`src/rtl/netmac_csr_pkg.sv`:
```
package netmac_csr_pkg;
  localparam int unsigned CSR_CTL_ADDR  = 0;
  localparam int unsigned CSR_STAT_ADDR = 1;

  // control bit positions
  localparam int unsigned CTL_EXT   = 7;
  localparam int unsigned CTL_WAKE  = 6;
  localparam int unsigned CTL_FCOL  = 4;
  localparam int unsigned CTL_FDX   = 3;
  localparam int unsigned CTL_RST   = 0;

  // status bit positions of the sticky flags
  localparam int unsigned ST_WAKE = 5;
  localparam int unsigned ST_TX2  = 3;
  localparam int unsigned ST_TX1  = 2;

  localparam int unsigned NFLAG = 3;
  localparam int unsigned FLG_WAKE = 0;
  localparam int unsigned FLG_TX1  = 1;
  localparam int unsigned FLG_TX2  = 2;

  typedef enum logic [1:0] {
    LB_NONE    = 2'b00,
    LB_MAC     = 2'b01,
    LB_PHY_DIG = 2'b10,
    LB_PHY_ANA = 2'b11
  } loop_mode_t;
endpackage

```
`src/rtl/netmac_srst_timer.sv`:
```
module netmac_srst_timer #(
  parameter int unsigned CYCLES = 1250
) (
  input  logic clk,
  input  logic rst_n,
  input  logic start_i,
  output logic busy_o
);
  localparam int unsigned CNT_W = (CYCLES < 2) ? 1 : $clog2(CYCLES);
  localparam logic [CNT_W-1:0] LOAD = CNT_W'(CYCLES - 1);

  logic [CNT_W-1:0] cnt_q;
  logic             busy_q;

  always_ff @(posedge clk or negedge rst_n) begin
    if (!rst_n) begin
      busy_q <= 1'b0;
      cnt_q  <= '0;
    end else if (busy_q) begin
      if (cnt_q == '0) busy_q <= 1'b0;
      else             cnt_q  <= cnt_q - 1'b1;
    end else if (start_i) begin
      busy_q <= 1'b1;
      cnt_q  <= LOAD;
    end
  end

  assign busy_o = busy_q;

  assert_srst_start_R4: assert property (@(posedge clk) disable iff (!rst_n)
    (start_i && !busy_q) |=> busy_q);
  assert_srst_selfclear_R4: assert property (@(posedge clk) disable iff (!rst_n)
    (busy_q && cnt_q == '0) |=> !busy_q);
  assert_srst_idle_R4: assert property (@(posedge clk) disable iff (!rst_n)
    (!busy_q && !start_i) |=> !busy_q);
endmodule

```
`src/rtl/netmac_evt_flag.sv`:
```
module netmac_evt_flag (
  input  logic clk,
  input  logic rst_n,
  input  logic set_i,
  input  logic clr_i,
  output logic flag_o
);
  logic flag_q;

  always_ff @(posedge clk or negedge rst_n) begin
    if (!rst_n)      flag_q <= 1'b0;
    else if (set_i)  flag_q <= 1'b1;
    else if (clr_i)  flag_q <= 1'b0;
  end

  assign flag_o = flag_q;

  assert_set_wins_R10: assert property (@(posedge clk) disable iff (!rst_n)
    set_i |=> flag_q);
  assert_clear_R8: assert property (@(posedge clk) disable iff (!rst_n)
    (clr_i && !set_i) |=> !flag_q);
  assert_hold_R7: assert property (@(posedge clk) disable iff (!rst_n)
    (!set_i && !clr_i) |=> $stable(flag_q));
endmodule

```
`src/rtl/netmac_csr.sv`:
```
module netmac_csr
  import netmac_csr_pkg::*;
#(
  parameter int unsigned CLK_HZ  = 125_000_000,
  parameter int unsigned ADDR_W  = 4,
  parameter int unsigned TXCNT_W = 2
) (
  input  logic               clk,
  input  logic               rst_n,
  input  logic [ADDR_W-1:0]  bus_addr,
  input  logic               bus_wr,
  input  logic [7:0]         bus_wdata,
  input  logic               bus_rd,
  output logic [7:0]         bus_rdata,
  input  logic               phy_link_i,
  input  logic               phy_speed10_i,
  input  logic               phy_fdx_i,
  input  logic               wake_event_i,
  input  logic [1:0]         tx_done_i,
  input  logic [TXCNT_W-1:0] tx_count_i,
  input  logic               rx_overflow_i,
  input  logic               rx_ready_i,
  output logic               ext_phy_sel_o,
  output logic               wake_en_o,
  output logic               force_col_o,
  output logic               fdx_o,
  output logic [1:0]         loop_mode_o,
  output logic               soft_rst_o
);
  localparam int unsigned SRST_RAW    = CLK_HZ / 100_000;
  localparam int unsigned SRST_CYCLES = (SRST_RAW < 1) ? 1 : SRST_RAW;

  logic ctl_hit, st_hit, ctl_wr, st_wr, st_rd;
  logic srst_start, srst_busy, srst_hold, wake_dis;
  logic ext_q, wake_en_q, fcol_q, fdx_q, fdx_eff;
  loop_mode_t lbk_q;
  logic [NFLAG-1:0] flg_set, flg_clr, flg_q;
  logic [7:0] ctl_word, st_word;
  logic tx_full;

  assign ctl_hit = (bus_addr == ADDR_W'(CSR_CTL_ADDR));
  assign st_hit  = (bus_addr == ADDR_W'(CSR_STAT_ADDR));
  assign ctl_wr  = bus_wr & ctl_hit;
  assign st_wr   = bus_wr & st_hit;
  assign st_rd   = bus_rd & st_hit;

  assign srst_start = ctl_wr & bus_wdata[CTL_RST] & ~srst_busy;
  assign srst_hold  = srst_start | srst_busy;
  assign wake_dis   = ctl_wr & ~bus_wdata[CTL_WAKE];

  netmac_srst_timer #(.CYCLES(SRST_CYCLES)) u_srst (
    .clk    (clk),
    .rst_n  (rst_n),
    .start_i(srst_start),
    .busy_o (srst_busy)
  );

  always_ff @(posedge clk or negedge rst_n) begin
    if (!rst_n) begin
      ext_q     <= 1'b0;
      wake_en_q <= 1'b0;
      fcol_q    <= 1'b0;
      fdx_q     <= 1'b0;
      lbk_q     <= LB_NONE;
    end else begin
      if (ctl_wr) begin
        ext_q     <= bus_wdata[CTL_EXT];
        wake_en_q <= bus_wdata[CTL_WAKE];
      end
      if (srst_hold) begin
        fcol_q <= 1'b0;
        fdx_q  <= 1'b0;
        lbk_q  <= LB_NONE;
      end else if (ctl_wr) begin
        fcol_q <= bus_wdata[CTL_FCOL];
        if (ext_q) fdx_q <= bus_wdata[CTL_FDX];
        lbk_q  <= loop_mode_t'(bus_wdata[2:1]);
      end
    end
  end

  assign fdx_eff = ext_q ? fdx_q : phy_fdx_i;

  // sticky event flags: set has priority over clear
  always_comb begin
    flg_set[FLG_WAKE] = wake_event_i & wake_en_q & ~wake_dis;
    flg_clr[FLG_WAKE] = st_rd | (st_wr & bus_wdata[ST_WAKE]) | wake_dis;
    flg_set[FLG_TX1]  = tx_done_i[0] & ~srst_hold;
    flg_clr[FLG_TX1]  = st_rd | (st_wr & bus_wdata[ST_TX1]) | srst_hold;
    flg_set[FLG_TX2]  = tx_done_i[1] & ~srst_hold;
    flg_clr[FLG_TX2]  = st_rd | (st_wr & bus_wdata[ST_TX2]) | srst_hold;
  end

  for (genvar k = 0; k < NFLAG; k++) begin : g_flag
    netmac_evt_flag u_flag (
      .clk   (clk),
      .rst_n (rst_n),
      .set_i (flg_set[k]),
      .clr_i (flg_clr[k]),
      .flag_o(flg_q[k])
    );
  end

  assign tx_full = (tx_count_i >= TXCNT_W'(2));

  assign ctl_word = {ext_q, wake_en_q, 1'b0, fcol_q, fdx_eff, lbk_q, srst_busy};
  assign st_word  = {phy_speed10_i, phy_link_i, flg_q[FLG_WAKE], tx_full,
                     flg_q[FLG_TX2], flg_q[FLG_TX1], rx_overflow_i, rx_ready_i};

  always_comb begin
    bus_rdata = 8'h00;
    if (bus_rd) begin
      if (ctl_hit)     bus_rdata = ctl_word;
      else if (st_hit) bus_rdata = st_word;
    end
  end

  assign ext_phy_sel_o = ext_q;
  assign wake_en_o     = wake_en_q;
  assign force_col_o   = fcol_q;
  assign fdx_o         = fdx_eff;
  assign loop_mode_o   = lbk_q;
  assign soft_rst_o    = srst_busy;

  assert_wake_disable_R11: assert property (@(posedge clk) disable iff (!rst_n)
    wake_dis |=> !flg_q[FLG_WAKE]);
  assert_srst_holds_fields_R5: assert property (@(posedge clk) disable iff (!rst_n)
    soft_rst_o |-> (loop_mode_o == 2'b00 && !force_col_o && flg_q[FLG_TX1] == 1'b0
                    && flg_q[FLG_TX2] == 1'b0));
  assert_srst_keeps_sel_R5: assert property (@(posedge clk) disable iff (!rst_n)
    (srst_busy && !ctl_wr) |=> $stable(ext_q) && $stable(wake_en_q));
  assert_internal_fdx_R3: assert property (@(posedge clk) disable iff (!rst_n)
    (!ext_q && ctl_wr) |=> $stable(fdx_q));
endmodule

```
`config.mk`:
```
export PLATFORM = sky130hd
export DESIGN_NAME = netmac_csr
export DESIGN_NICKNAME = d
export VERILOG_FILES = /design/src/rtl/netmac_csr_pkg.sv /design/src/rtl/netmac_srst_timer.sv /design/src/rtl/netmac_evt_flag.sv /design/src/rtl/netmac_csr.sv
export SDC_FILE = /design/constraint.sdc
export NUM_CORES = 1
export LEC_CHECK = 0
export BUFFER_PORTS_ARGS = -buffer_cell sky130_fd_sc_hd__buf_4
export CAP_MARGIN = 20
export CORE_MARGIN = 4
export CORE_UTILIZATION = 50
export CTS_CLUSTER_DIAMETER = 60
export CTS_CLUSTER_SIZE = 25
export DETAILED_ROUTE_END_ITERATION = 7
export PLACE_DENSITY = 0.79
export SYNTH_ARGS = -nofsm -noshare
export SYNTH_HDL_FRONTEND = slang
export SYNTH_SLANG_ARGS = --single-unit
```
`constraint.sdc`:
```
create_clock -name clk -period 2.3 [get_ports clk]
set_input_delay 0.115 -clock clk [delete_from_list [all_inputs] [get_ports clk]]
set_output_delay 0.115 -clock clk [all_outputs]
set_load 0.02 [all_outputs]
```
# After elaboration in Yosys (flattened, before gate mapping)
# Cells that the tools add are included.
[word_totals]
register_bits = 21
latch_bits = 0
ramBits = 0
rom_bits = 0
input_bits = 26
output_inout_bits = 15
word_cells = 71
memories = 0
[op_classes]
add_sub_neg = 1
n_mul = 0
n_div = 0
n_lt_le_gt_ge = 1
n_eq_ne = 2
shift = 0
muxes = 23
n_bitwise = 24
n_reduce_logical = 10
[op_table]
columns = ["op", "n"]
rows = [
  ["two-way mux 11 bit", 3],
  ["two-way mux 8 bit", 3],
  ["two-way mux 1 bit", 15],
  ["bitwise AND 1 bit", 13],
  ["nonzero test 2 bit", 6],
  ["logical NOT 11 bit", 1],
  ["subtractor 11 x 1 -> 11 bit, second input constant", 1],
  ["bitwise OR 1 bit", 7],
  ["== test 4 x 1 -> 1 bit, second input constant", 1],
  ["logical NOT 4 bit", 1],
  ["two-way mux 2 bit", 2],
  ["NOT 1 bit", 4],
  ["AND reduction 2 bit", 2],
  ["greater-or-equal comparator 2 bit, second input constant", 1],
  ["!= test 2 bit, second input constant", 1],
]

# Logic depth before layout (Yosys ltp)
# Gate-level depths: netlist of run 1.
[depth]
word_depth = 8
ltp_mapped = 7
depth_no_buf = 6

# Modules after synthesis
# A second synthesis of run 1 with hierarchy kept.
[unflattened]
hier_cells = 132
area_unflattened_um2 = 1253.7
[by_module_without_submodules]
columns = ["module", "n_inst", "cells_per_inst", "area_each_um2", "seq_area_each_um2"]
rows = [
  ["netmac_srst_timer", 1, 65, 649.4, 300.3],
  ["netmac_csr", 1, 58, 495.5, 150.1],
  ["netmac_evt_flag", 3, 3, 36.3, 25.0],
]

# Worst setup path before layout of run 1
# OpenSTA, ideal clock, no wires.
[synth_path]
path_type = "register -> register"
start = "register u_srst.cnt_q[6]"
end = "register u_srst.cnt_q[9]"
setup_ps = 77
arrival_time_ps = 1910
required_ps = 2223
path_slack_ps = 312
stages_incl_launch_ff = 5
n_path_buf = 0
synth_period_minus_slack_ps = 1988
path_cell_list = "dfrtp_1 or4_1 or4_1 or4_1 a21oi_1"
[synth_between]
elab_chain_cells = 3
word_cells_on_any_way = 6
classes_between = "1 x add/sub; 1 x eq/ne; 2 x mux; 2 x reduce/logical"
[synth_rtl]
columns = ["element", "line", "source"]
rows = [
  ["start, declared", "netmac_srst_timer.sv:12", "logic [CNT_W-1:0] cnt_q;"],
  ["start signal, assigned", "netmac_srst_timer.sv:21", "else cnt_q <= cnt_q - 1'b1;"],
  ["subtractor 11 x 1 -> 11 bit or logical NOT 11 bit (tied branches)", "netmac_srst_timer.sv:21, netmac_srst_timer.sv:20", ""],
  ["two-way mux 11 bit or != test 2 bit (tied branches)", "--", ""],
  ["two-way mux 11 bit or AND reduction 2 bit (tied branches)", "--", ""],
]
# Several ways; a longest one is shown, not always the timed one. The select of a mux whose other input is x is not followed.
# A chain may end at the register's enable or synchronous reset.

# Worst setup path in the final report of run 1
# Ends and elaborated chain as after synthesis.

==> key figures, run 1 <==
Run status
  • Outcome: completed

Detailed routing
  • Wire per inst: 14.8 um
  • Wl on met1: 1300 um
  • Vias/cell: 5.74
  • Pre-antenna DRT Iters: 4
  • Metal2 WL: 1450 um
  • Vias: 1153
  • Uppermost layer routed: met4
  • Metal3 WL: 213 um
  • Initial DRC count: 55
  • Final antenna-violating net count: 0
  • DRC Markers: 0
  • Final wirelength: 2980 um

CTS
  • TritonCTS clock tree: built
  • Cts bufs inserted: 3
  • CTS max path bufs: 2
  • Worst-path clk slew: 0.11 ns
  • Clk_lat worst skew: 0.29 ns
  • Clk sinks: 21
  • Clk root buf: clkbuf_4
  • H-Tree Level Count: 1

Yosys
  • EDFF count, synth: 0
  • Syn avg cell area: 9.47 um^2
  • Synthesized flop and latch total: 21
  • Cells after synthesis: 132
  • Synth Cell Area: 0.00125 mm^2
  • Main area contributors after synthesis: dfrtp_1 42%, mux2i_1 6.4%, nand2_1 5.1%
  • Yosys top cell area share: 42.0%
  • Synth async-reset ratio: 100%
  • Prevailing post-synth register cell: dfrtp_1
  • Most frequent cell after synthesis: dfrtp_1
  • Yosys top cell by area: dfrtp_1
  • Synth cell types: 38
  • YS warnings: 0
  • Synth cell count leaders: 21 x dfrtp_1, 17 x nand2_1, 14 x nor2_1
  • Syn_nets: 159
  • Seq/Total Area, Yosys: 42.0%

STA
  • Sum Neg Setup Slack: 0 ns
  • Slew Limit Headroom: 56.0%
  • Fmax: 475 MHz
  • Final Setup Violations: 0
  • Fin crit period: 2.10 ns
  • Hold Violations, Final: 0
  • RSZ-0062 raised after global routing: no
  • Final Max Slew Viols: 0
  • Worst-Margin Slew: 0.657 ns
  • Fin crit share: 91.5%
  • Final Skew: 0.00608 ns

Floorplan
  • Io pins: 41
  • Die width: 58 um
  • Starting Density: 54.4%
  • Core box area: 0.00230 mm^2
  • Die height: 58 um
  • Row count: 17
  • Die Footprint: 0.00336 mm^2

Cells and area
  • Layout Nets: 201
  • Fraction of layout cells with a size suffix above 1: 30.6%
  • Layout area overhead: 26.3%
  • N_diodes: 0

Critical path
  • Slowest CP cell: or4_1
  • Delay-heaviest family, CP: simple AND/OR/NAND/NOR gates
  • Crit path arrival time: 2.34 ns
  • Critical Path RT: 2.53 ns
  • Worst Path Buf+Inv: 0
  • Critical path launch point type: register
  • Delay of the slowest critical-path stage: 0.57 ns
  • Most frequent CP cell: or4_1
  • Critical path endpoint category: register
  • CP Max Fanout: 4
  • CP Class: reg2reg
  • Cell breakdown of the critical path: or4_1, or4_1, or4_1, a21oi_1

Power and ir drop
  • Switching power: 0.527 mW
  • Lkg Pwr: 0.719 nW
  • Comb power frac: 40.9%
  • Peak supply drop: 0.000748 V
  • Flop pwr share: 47.0%
  • Total chip power: 1.37 mW
  • Switch share: 38.4%
  • Clock network power share: 12.1%
  • Cell area power density: 870 mW/mm^2
  • Power Internal: 0.847 mW

Place
  • Placer Congestion: 0.808
  • Post-DP HPWL: 2330 um
  • Port-buffer cells: 39

Global route
  • Global-route wire length before repair: 5080 um
  • Vias in the first global route: 1152
  • Total congestion overflow: 0
  • Largest net degree at the start of global routing: 22
  • Initial antenna violation count: 0
  • Total track usage: 19.1%

Worst hold path
  • Worst min path class: in2reg

Run
  • Max-cap violations: 0
-- per-stage QoR --
stage	util, %	worst slack [ns]	hold WS (ns)	std cells	area, um^2
final	68.7	0.195	0.0134	201	1580
after global routing	68.7	0.117	0.0113	201	1580
after CTS	68.7	0.200	0.00368	201	1580
after detailed placement	67.2	0.207	0.0140	196	1540
after global placement	67.2	0.252	0.00754	196	1540
after floorplan	-	0.312	-0.181	132	1250
-- power groups by stage --
stage / clock network (mW) / logic (mW) / registers, mW
after detailed placement: 0 / 0.560 / 0.649
after floorplan: 0 / 0.414 / 0.620
after global routing: 0.195 / 0.634 / 0.671
after CTS: 0.177 / 0.564 / 0.641
final: 0.167 / 0.562 / 0.646
after global placement: 0 / 0.533 / 0.641
-- state kept, by name, summed over array words and instances, names as in the netlist --
name	flops
ext_phy_sel_o	1
fdx_q	1
force_col_o	1
g_flag.u_flag.flag_o	3
loop_mode_o	2
u_srst.busy_o	1
u_srst.cnt_q	11
wake_en_o	1
-- cell usage in the layout (no fill, tap or decap), types with 3 or more instances in the layout --
| cell type | n |
|---|---|
| nor2b_1 | 4 |
| a31oi_1 | 3 |
| nand3_1 | 4 |
| clkbuf_4 | 3 |
| mux2_2 | 3 |
| a21oi_1 | 9 |
| nand2b_1 | 3 |
| dfrtp_1 | 21 |
| nand3b_1 | 3 |
| nand2_1 | 17 |
| buf_4 | 41 |
| o31ai_1 | 3 |
| inv_1 | 4 |
| mux2i_1 | 8 |
| or4_1 | 5 |
| nor2_1 | 14 |
| nor4_1 | 3 |
-- path summary, 6_finish.rpt --
check	slack, ns	startpoint	cells after the start	end
max in group asynchronous	1.86	rst_n	2	u_srst.busy_o
min in group asynchronous	0.22	rst_n	2	u_srst.cnt_q[9]
setup reg to reg	0.20	u_srst.cnt_q[6]	4	u_srst.cnt_q[9]
setup / recovery	0.20	u_srst.cnt_q[6]	4	u_srst.cnt_q[9]
hold / removal	0.01	bus_wdata[7]	3	ext_phy_sel_o
hold reg to reg	0.51	u_srst.cnt_q[10]	2	u_srst.cnt_q[10]
-- tightest hold or removal path, stage by stage --
cell and delay [ns]:
buf_4 0.07, nand2_1 0.04, nand2_1 0.05
-- repair_timing --
action	in CTS	in global routing
resized for setup	0	0
hold buffers	1	0
setup buffers	0	0
endpoints found under the hold margin	21	0
-- routing by layer --
metal,global-route usage (%),vias up
met3,5.57,2
met1,24.0,543
li1,-,569
met4,4.30,0
met2,32.3,39
met5,0,-
-- logic make-up (layout without fill, tap and decap cells) --
family,after synthesis,after routing,synth area share (%)
AO/OA/AOI/OAI,22,22,11.6
flip-flops,21,21,42.0
multiplexers,11,11,9.11
AND/OR/NAND/NOR,68,68,31.0
buffers and inverters,9,50,5.21
adder cells (fa/ha/maj),1,1,1.00
-- layout make-up --
cell class | count | area, um^2
Clock buffer | 4 | 26.3
Fill cell | 182 | 718
Inverter | 4 | 15.0
Multi-Input combinational cell | 102 | 659
Sequential cell | 21 | 526
Tap cell | 28 | 35.0
Timing Repair Buffer | 42 | 318
No activity file was read; power rests on OpenSTA's default activity.
==> run 2, diff against run 1 <==
--- a/config.mk
+++ b/config.mk
@@ -13,5 +13,7 @@
 export CTS_CLUSTER_SIZE = 25
 export DETAILED_ROUTE_END_ITERATION = 7
+export HOLD_SLACK_MARGIN = 0.08
 export PLACE_DENSITY = 0.79
+export SLEW_MARGIN = 20
 export SYNTH_ARGS = -nofsm -noshare
 export SYNTH_HDL_FRONTEND = slang
==> constraint.sdc (replaced) <==
create_clock -name clk -period 2.3 [get_ports clk]
set_input_delay 0.115 -clock clk [delete_from_list [all_inputs] [get_ports clk]]
set_output_delay 0.115 -clock clk [all_outputs]
set_load 0.05 [all_outputs]
==> run 2 against run 1 <==
Sequential power about the same; wire length rose by 1.4%; power is 4.6% higher; critical endpoint unchanged; largest power group unchanged.
==> key figures, run 2 (synthesis results as in run 1) <==
Run status
  • Outcome: completed

Global route
  • Total congestion overflow: 0
  • Initial antenna violation count: 0
  • Global-route wire length before repair: 5150 um
  • Total track usage: 19.3%
  • Largest net degree at the start of global routing: 22
  • Vias in the first global route: 1181

Place
  • Port-buffer cells: 39
  • Placer Congestion: 0.808
  • Post-DP HPWL: 2330 um

Critical path
  • Critical path launch point type: register
  • Critical Path RT: 2.53 ns
  • RR Startpoint: u_srst.cnt_q[6]
  • R2R cell count: 4
  • CP Class: reg2reg
  • R2R Setup Slk: 0.20 ns
  • Crit Reg-Reg Endpoint: u_srst.cnt_q[9]
  • Critical path endpoint category: register
  • CP Max Fanout: 4
  • Crit path arrival time: 2.33 ns

CTS
  • Clk root buf: clkbuf_4
  • H-Tree Level Count: 1
  • Clk sinks: 21
  • Worst-path clk slew: 0.11 ns
  • TritonCTS clock tree: built
  • Clk_lat worst skew: 0.29 ns
  • Post_cts resized: 0
  • Cts bufs inserted: 3
  • CTS max path bufs: 2

Cells and area
  • Fraction of layout cells with a size suffix above 1: 29.8%
  • Most common cell after layout, fill and taps aside: buf_4
  • Layout Nets: 206
  • Final core occ: 70.9%
  • N_diodes: 0
  • Layout area overhead: 30.3%
  • Top reg by flops: u_srst.cnt_q
  • Most frequent cells in the layout: 41 x buf_4, 21 x dfrtp_1, 17 x nand2_1
  • Largest register FFs: 11

Worst hold path
  • Hold_sp: bus_wdata[0]
  • Cell depth of the worst hold path: 3
  • Hold Crit Endpoint: fdx_q
  • Worst min path class: in2reg

Power and ir drop
  • Peak supply drop: 0.000750 V
  • Cell area power density: 882 mW/mm^2
  • Lkg Pwr: 0.740 nW

STA
  • Final Setup Violations: 0
  • Sum Neg Setup Slack: 0 ns
  • Worst-Margin Slew: 0.646 ns
  • Slew Limit Headroom: 56.7%
  • Hold Violations, Final: 0
  • Final Max Slew Viols: 0
  • Fin crit share: 91.2%
  • Fmax: 477 MHz
  • Fin crit period: 2.10 ns
  • RSZ-0062 raised after global routing: no
  • Final Skew: 0.00608 ns

Detailed routing
  • Vias: 1178
  • DRC Markers: 0
  • Vias/cell: 5.72
  • Initial DRC count: 44
  • Pre-antenna DRT Iters: 4
  • Final wirelength: 3020 um
  • Final antenna-violating net count: 0
  • Wire per inst: 14.7 um

Floorplan
  • Row count: 17
  • Die Footprint: 0.00336 mm^2
  • Die width: 58 um
  • Die height: 58 um
  • Starting Density: 54.4%
  • Io pins: 41
  • Core box area: 0.00230 mm^2

Run
  • Max-cap violations: 0
[run 2: what timing repair did]
| item | in CTS | in global routing |
|---|---|---|
| hold endpoints to repair | 26 | 0 |
| hold buffers | 6 | 0 |
| buffers inserted | 0 | 0 |
[run 2: per-layer routing]
metal	GRT usage, %	wire [um]	vias up
li1	-	-	579
met1	24.3	1280	553
met2	32.9	1500	44
met3	5.35	225	2
met4	4.30	14	0
met5	0	0	-
[run 2: layout make-up]
type | instances | area, um^2
fillers | 177 | 668
multi-input cells | 102 | 659
flip-flops and latches | 21 | 526
repair buffers | 47 | 368
well taps | 28 | 35.0
clock buffers | 4 | 26.3
inverters | 4 | 15.0
[run 2: report_power, final]
| part | internal [mW] | switching (mW) |
|---|---|---|
| combinational | 0.285 | 0.341 |
| clock | 0.0675 | 0.0994 |
| sequential | 0.502 | 0.143 |
| total | 0.854 | 0.584 |
[run 2: worst max-delay path by stage]
stage	startpoint	endpoint	slack [ns]	cells after the start
floorplan	ext_phy_sel_o	bus_rdata[3]	0.20	3
global placement	u_srst.cnt_q[6]	u_srst.cnt_q[9]	0.25	4
detailed placement	u_srst.cnt_q[6]	u_srst.cnt_q[9]	0.21	4
CTS	u_srst.cnt_q[6]	u_srst.cnt_q[9]	0.20	4
global route	u_srst.cnt_q[5]	u_srst.cnt_q[9]	0.12	4
finish	u_srst.cnt_q[6]	u_srst.cnt_q[9]	0.20	4
[run 2: critical path, cell delays in order (launching register included)]
cell	delay, ns
dfrtp_1	0.43
or4_1	0.56
or4_1	0.49
or4_1	0.41
a21oi_1	0.15
[run 2: per-stage QoR]
stage               hold slack [ns]  setup slack [ns]  cells  instance area [um^2]  power, mW
CTS                          0.0819             0.200    206                  1630       1.45
finish                       0.0974             0.202    206                  1630       1.44
detailed placement           0.0140             0.207    196                  1540       1.27
floorplan                    -0.181             0.199    132                  1250       1.09
global placement            0.00754             0.252    196                  1540       1.23
global route                 0.0869             0.117    206                  1630       1.57
==> run 3, diff against run 2 <==
ABC_AREA = 1   (was not set)
CORE_UTILIZATION = 51   (was 50)
SYNTH_HIERARCHICAL = 1   (was not set)
==> run 3 against run 2 <==
Highest routed layer unchanged; fmax rose by 23%; largest cell class unchanged; sequential power fell by 40%; setup slack improved by 0.40 ns; power fell by 50%; critical path depth fell by 1; wire length rose by 6.4%; critical endpoint is now bus_rdata[0]; combinational power fell by 75%; global-route usage rose by 0.62 points; first-iteration DRC count rose by 32%.
==> key figures, run 3 <==
Critical path
  • Slowest CP cell: dfrtp_1
  • Critical Path RT: 2.18 ns
  • Cell breakdown of the critical path: inv_1, o32ai_1, buf_4
  • CP Max Fanout: 12
  • Critical path endpoint category: output port
  • Delay-heaviest family, CP: flip-flops
  • Worst Path Buf+Inv: 2
  • Delay of the slowest critical-path stage: 0.62 ns
  • Crit path arrival time: 1.59 ns
  • CP Class: reg2out
  • Critical path launch point type: register

Yosys
  • Seq/Total Area, Yosys: 38.2%
  • EDFF count, synth: 0
  • Cells after synthesis: 202
  • Main area contributors after synthesis: dfrtp_1 38%, nand2_1 14%, inv_1 11%
  • YS warnings: 6
  • Synth cell count leaders: 53 x nand2_1, 40 x inv_1, 22 x nor2_1
  • Syn avg cell area: 6.81 um^2
  • Synthesized flop and latch total: 21
  • Prevailing post-synth register cell: dfrtp_1
  • Yosys top cell area share: 38.2%
  • Syn_nets: 229
  • Synth cell types: 24
  • Synth async-reset ratio: 100%
  • Most frequent cell after synthesis: nand2_1
  • Yosys top cell by area: dfrtp_1
  • Synth Cell Area: 0.00138 mm^2

Floorplan
  • Starting Density: 54.6%
  • Io pins: 41
  • Die Footprint: 0.00359 mm^2
  • Die height: 60.0 um
  • Die width: 60.0 um
  • Core box area: 0.00252 mm^2
  • Row count: 18

STA
  • Worst-Margin Slew: 0.445 ns
  • Fin crit share: 73.9%
  • Final Max Slew Viols: 0
  • Sum Neg Setup Slack: 0 ns
  • Slew Limit Headroom: 70.2%
  • RSZ-0062 raised after global routing: no
  • Final Skew: 0.00519 ns
  • Fin crit period: 1.70 ns
  • Fmax: 588 MHz
  • Hold Violations, Final: 0
  • Final Setup Violations: 0

Power and ir drop
  • Clock network power share: 24.2%
  • Switching power: 0.207 mW
  • Lkg Pwr: 0.977 nW
  • Comb power frac: 22.1%
  • Peak supply drop: 0.000332 V
  • Power Internal: 0.510 mW
  • Switch share: 28.9%
  • Flop pwr share: 53.7%
  • Cell area power density: 403 mW/mm^2

Global route
  • Global-route wire length before repair: 5420 um
  • Initial antenna violation count: 0
  • Largest net degree at the start of global routing: 22
  • Total track usage: 19.9%
  • Vias in the first global route: 1197
  • Total congestion overflow: 0

Cells and area
  • Fraction of layout cells with a size suffix above 1: 22.6%
  • Layout Nets: 276
  • Final core occ: 70.7%
  • Top reg by flops: u_srst/cnt_q
  • Non-Filler Instances: 278
  • Most frequent cells in the layout: 53 x nand2_1, 40 x inv_1, 39 x buf_4
  • N_diodes: 0
  • Largest register FFs: 11
  • Layout area overhead: 29.5%
  • Cell area after layout: 0.00178 mm^2
  • Fillers: 218
  • Most common cell after layout, fill and taps aside: nand2_1

CTS
  • Post_cts resized: 0
  • TritonCTS clock tree: built
  • H-Tree Level Count: 1
  • Clk_lat worst skew: 0.30 ns
  • Clk root buf: clkbuf_4
  • Clk sinks: 21
  • CTS max path bufs: 2
  • Cts bufs inserted: 3
  • Setup Buffers After CTS: 0
  • Post-CTS Hold Fix Bufs: 7
  • Worst-path clk slew: 0.11 ns

Place
  • Post-DP HPWL: 2440 um
  • Post-DP Area: 0.00169 mm^2
  • Cell Count Post-Placement: 267
  • Port-buffer cells: 39
  • Placer Congestion: 0.820

Detailed routing
  • DRC Markers: 0
  • Vias/cell: 5.01
  • Pre-antenna DRT Iters: 4
  • Vias: 1394
  • Final wirelength: 3220 um
  • Initial DRC count: 58
  • Wire per inst: 11.6 um
  • Final antenna-violating net count: 0

Worst hold path
  • Worst min path class: in2reg

Run status
  • Outcome: completed

Run
  • Max-cap violations: 0
## run 3: changes by cell type in the layout (fill, tap and decap cells not counted), sizes merged, moves of 8 or more
| cell | delta |
|---|---|
| inv | +36 |
| mux2i | -8 |
| nor2 | +14 |
| nand3 | +18 |
| nand2 | +42 |
## run 3: worst paths after layout
kind / startpoint / to / slack (ns) / cells past startpoint
hold reg to reg: g_flag[0].u_flag/flag_o / g_flag[0].u_flag/flag_o / 0.48 / 2
hold / removal: tx_done_i[1] / g_flag[2].u_flag/flag_o / 0.11 / 5
min in group asynchronous: rst_n / u_srst/cnt_q[0] / 0.25 / 2
setup reg to reg: u_srst/cnt_q[0] / u_srst/cnt_q[2] / 0.64 / 9
max in group asynchronous: rst_n / ext_phy_sel_o / 1.84 / 2
setup / recovery: u_srst/busy_o / bus_rdata[0] / 0.60 / 3
## run 3: area by class of cell
cell class	count	area (um^2)	area share [%]
clock buffers	4	26.3	1.47
inverters	40	150	8.42
multi-input cells	137	681	38.2
flip-flops and latches	21	526	29.5
well taps	30	37.5	2.11
repair buffers	46	363	20.4
## run 3: logic make-up (layout without fill, tap and decap cells)
kind of cell | after synthesis | after routing | synth area share [%]
buf+inv | 44 | 90 | 12.8
flops | 21 | 21 | 38.2
simple gates | 118 | 118 | 39.9
xor+xnor | 1 | 1 | 0.636
compound gates | 17 | 17 | 7.55
fa+ha+maj | 1 | 1 | 0.909
## run 3: layer usage
metal | up-vias | GRT usage [%] | share of wire, %
met4 | 0 | 6.33 | 1.1
met3 | 6 | 3.89 | 6.5
met1 | 626 | 29.0 | 46
li1 | 725 | - | -
met2 | 37 | 29.6 | 46
met5 | - | 0 | 0
## run 3: power groups by stage
stage | registers, mW | logic, mW | clock network [mW]
final | 0.386 | 0.159 | 0.174
after global routing | 0.387 | 0.173 | 0.202
after detailed placement | 0.393 | 0.150 | 0
after floorplan | 0.420 | 0.0535 | 0
after CTS | 0.386 | 0.160 | 0.183
after global placement | 0.393 | 0.149 | 0
## run 3: tightest hold or removal path, stage by stage
cell and delay, ns:
buf_4 0.11, inv_1 0.04, nor2_1 0.04, inv_1 0.04, nand2_1 0.04
## run 3: per-stage QoR
step	hold slack, ns	total power [mW]	setup WS (ns)
finish	0.114	0.718	0.599
global route	0.116	0.762	0.425
CTS	0.106	0.729	0.568
detailed placement	0.0145	0.543	0.670
global placement	0.0153	0.542	0.695
floorplan	-0.181	0.474	0.0116
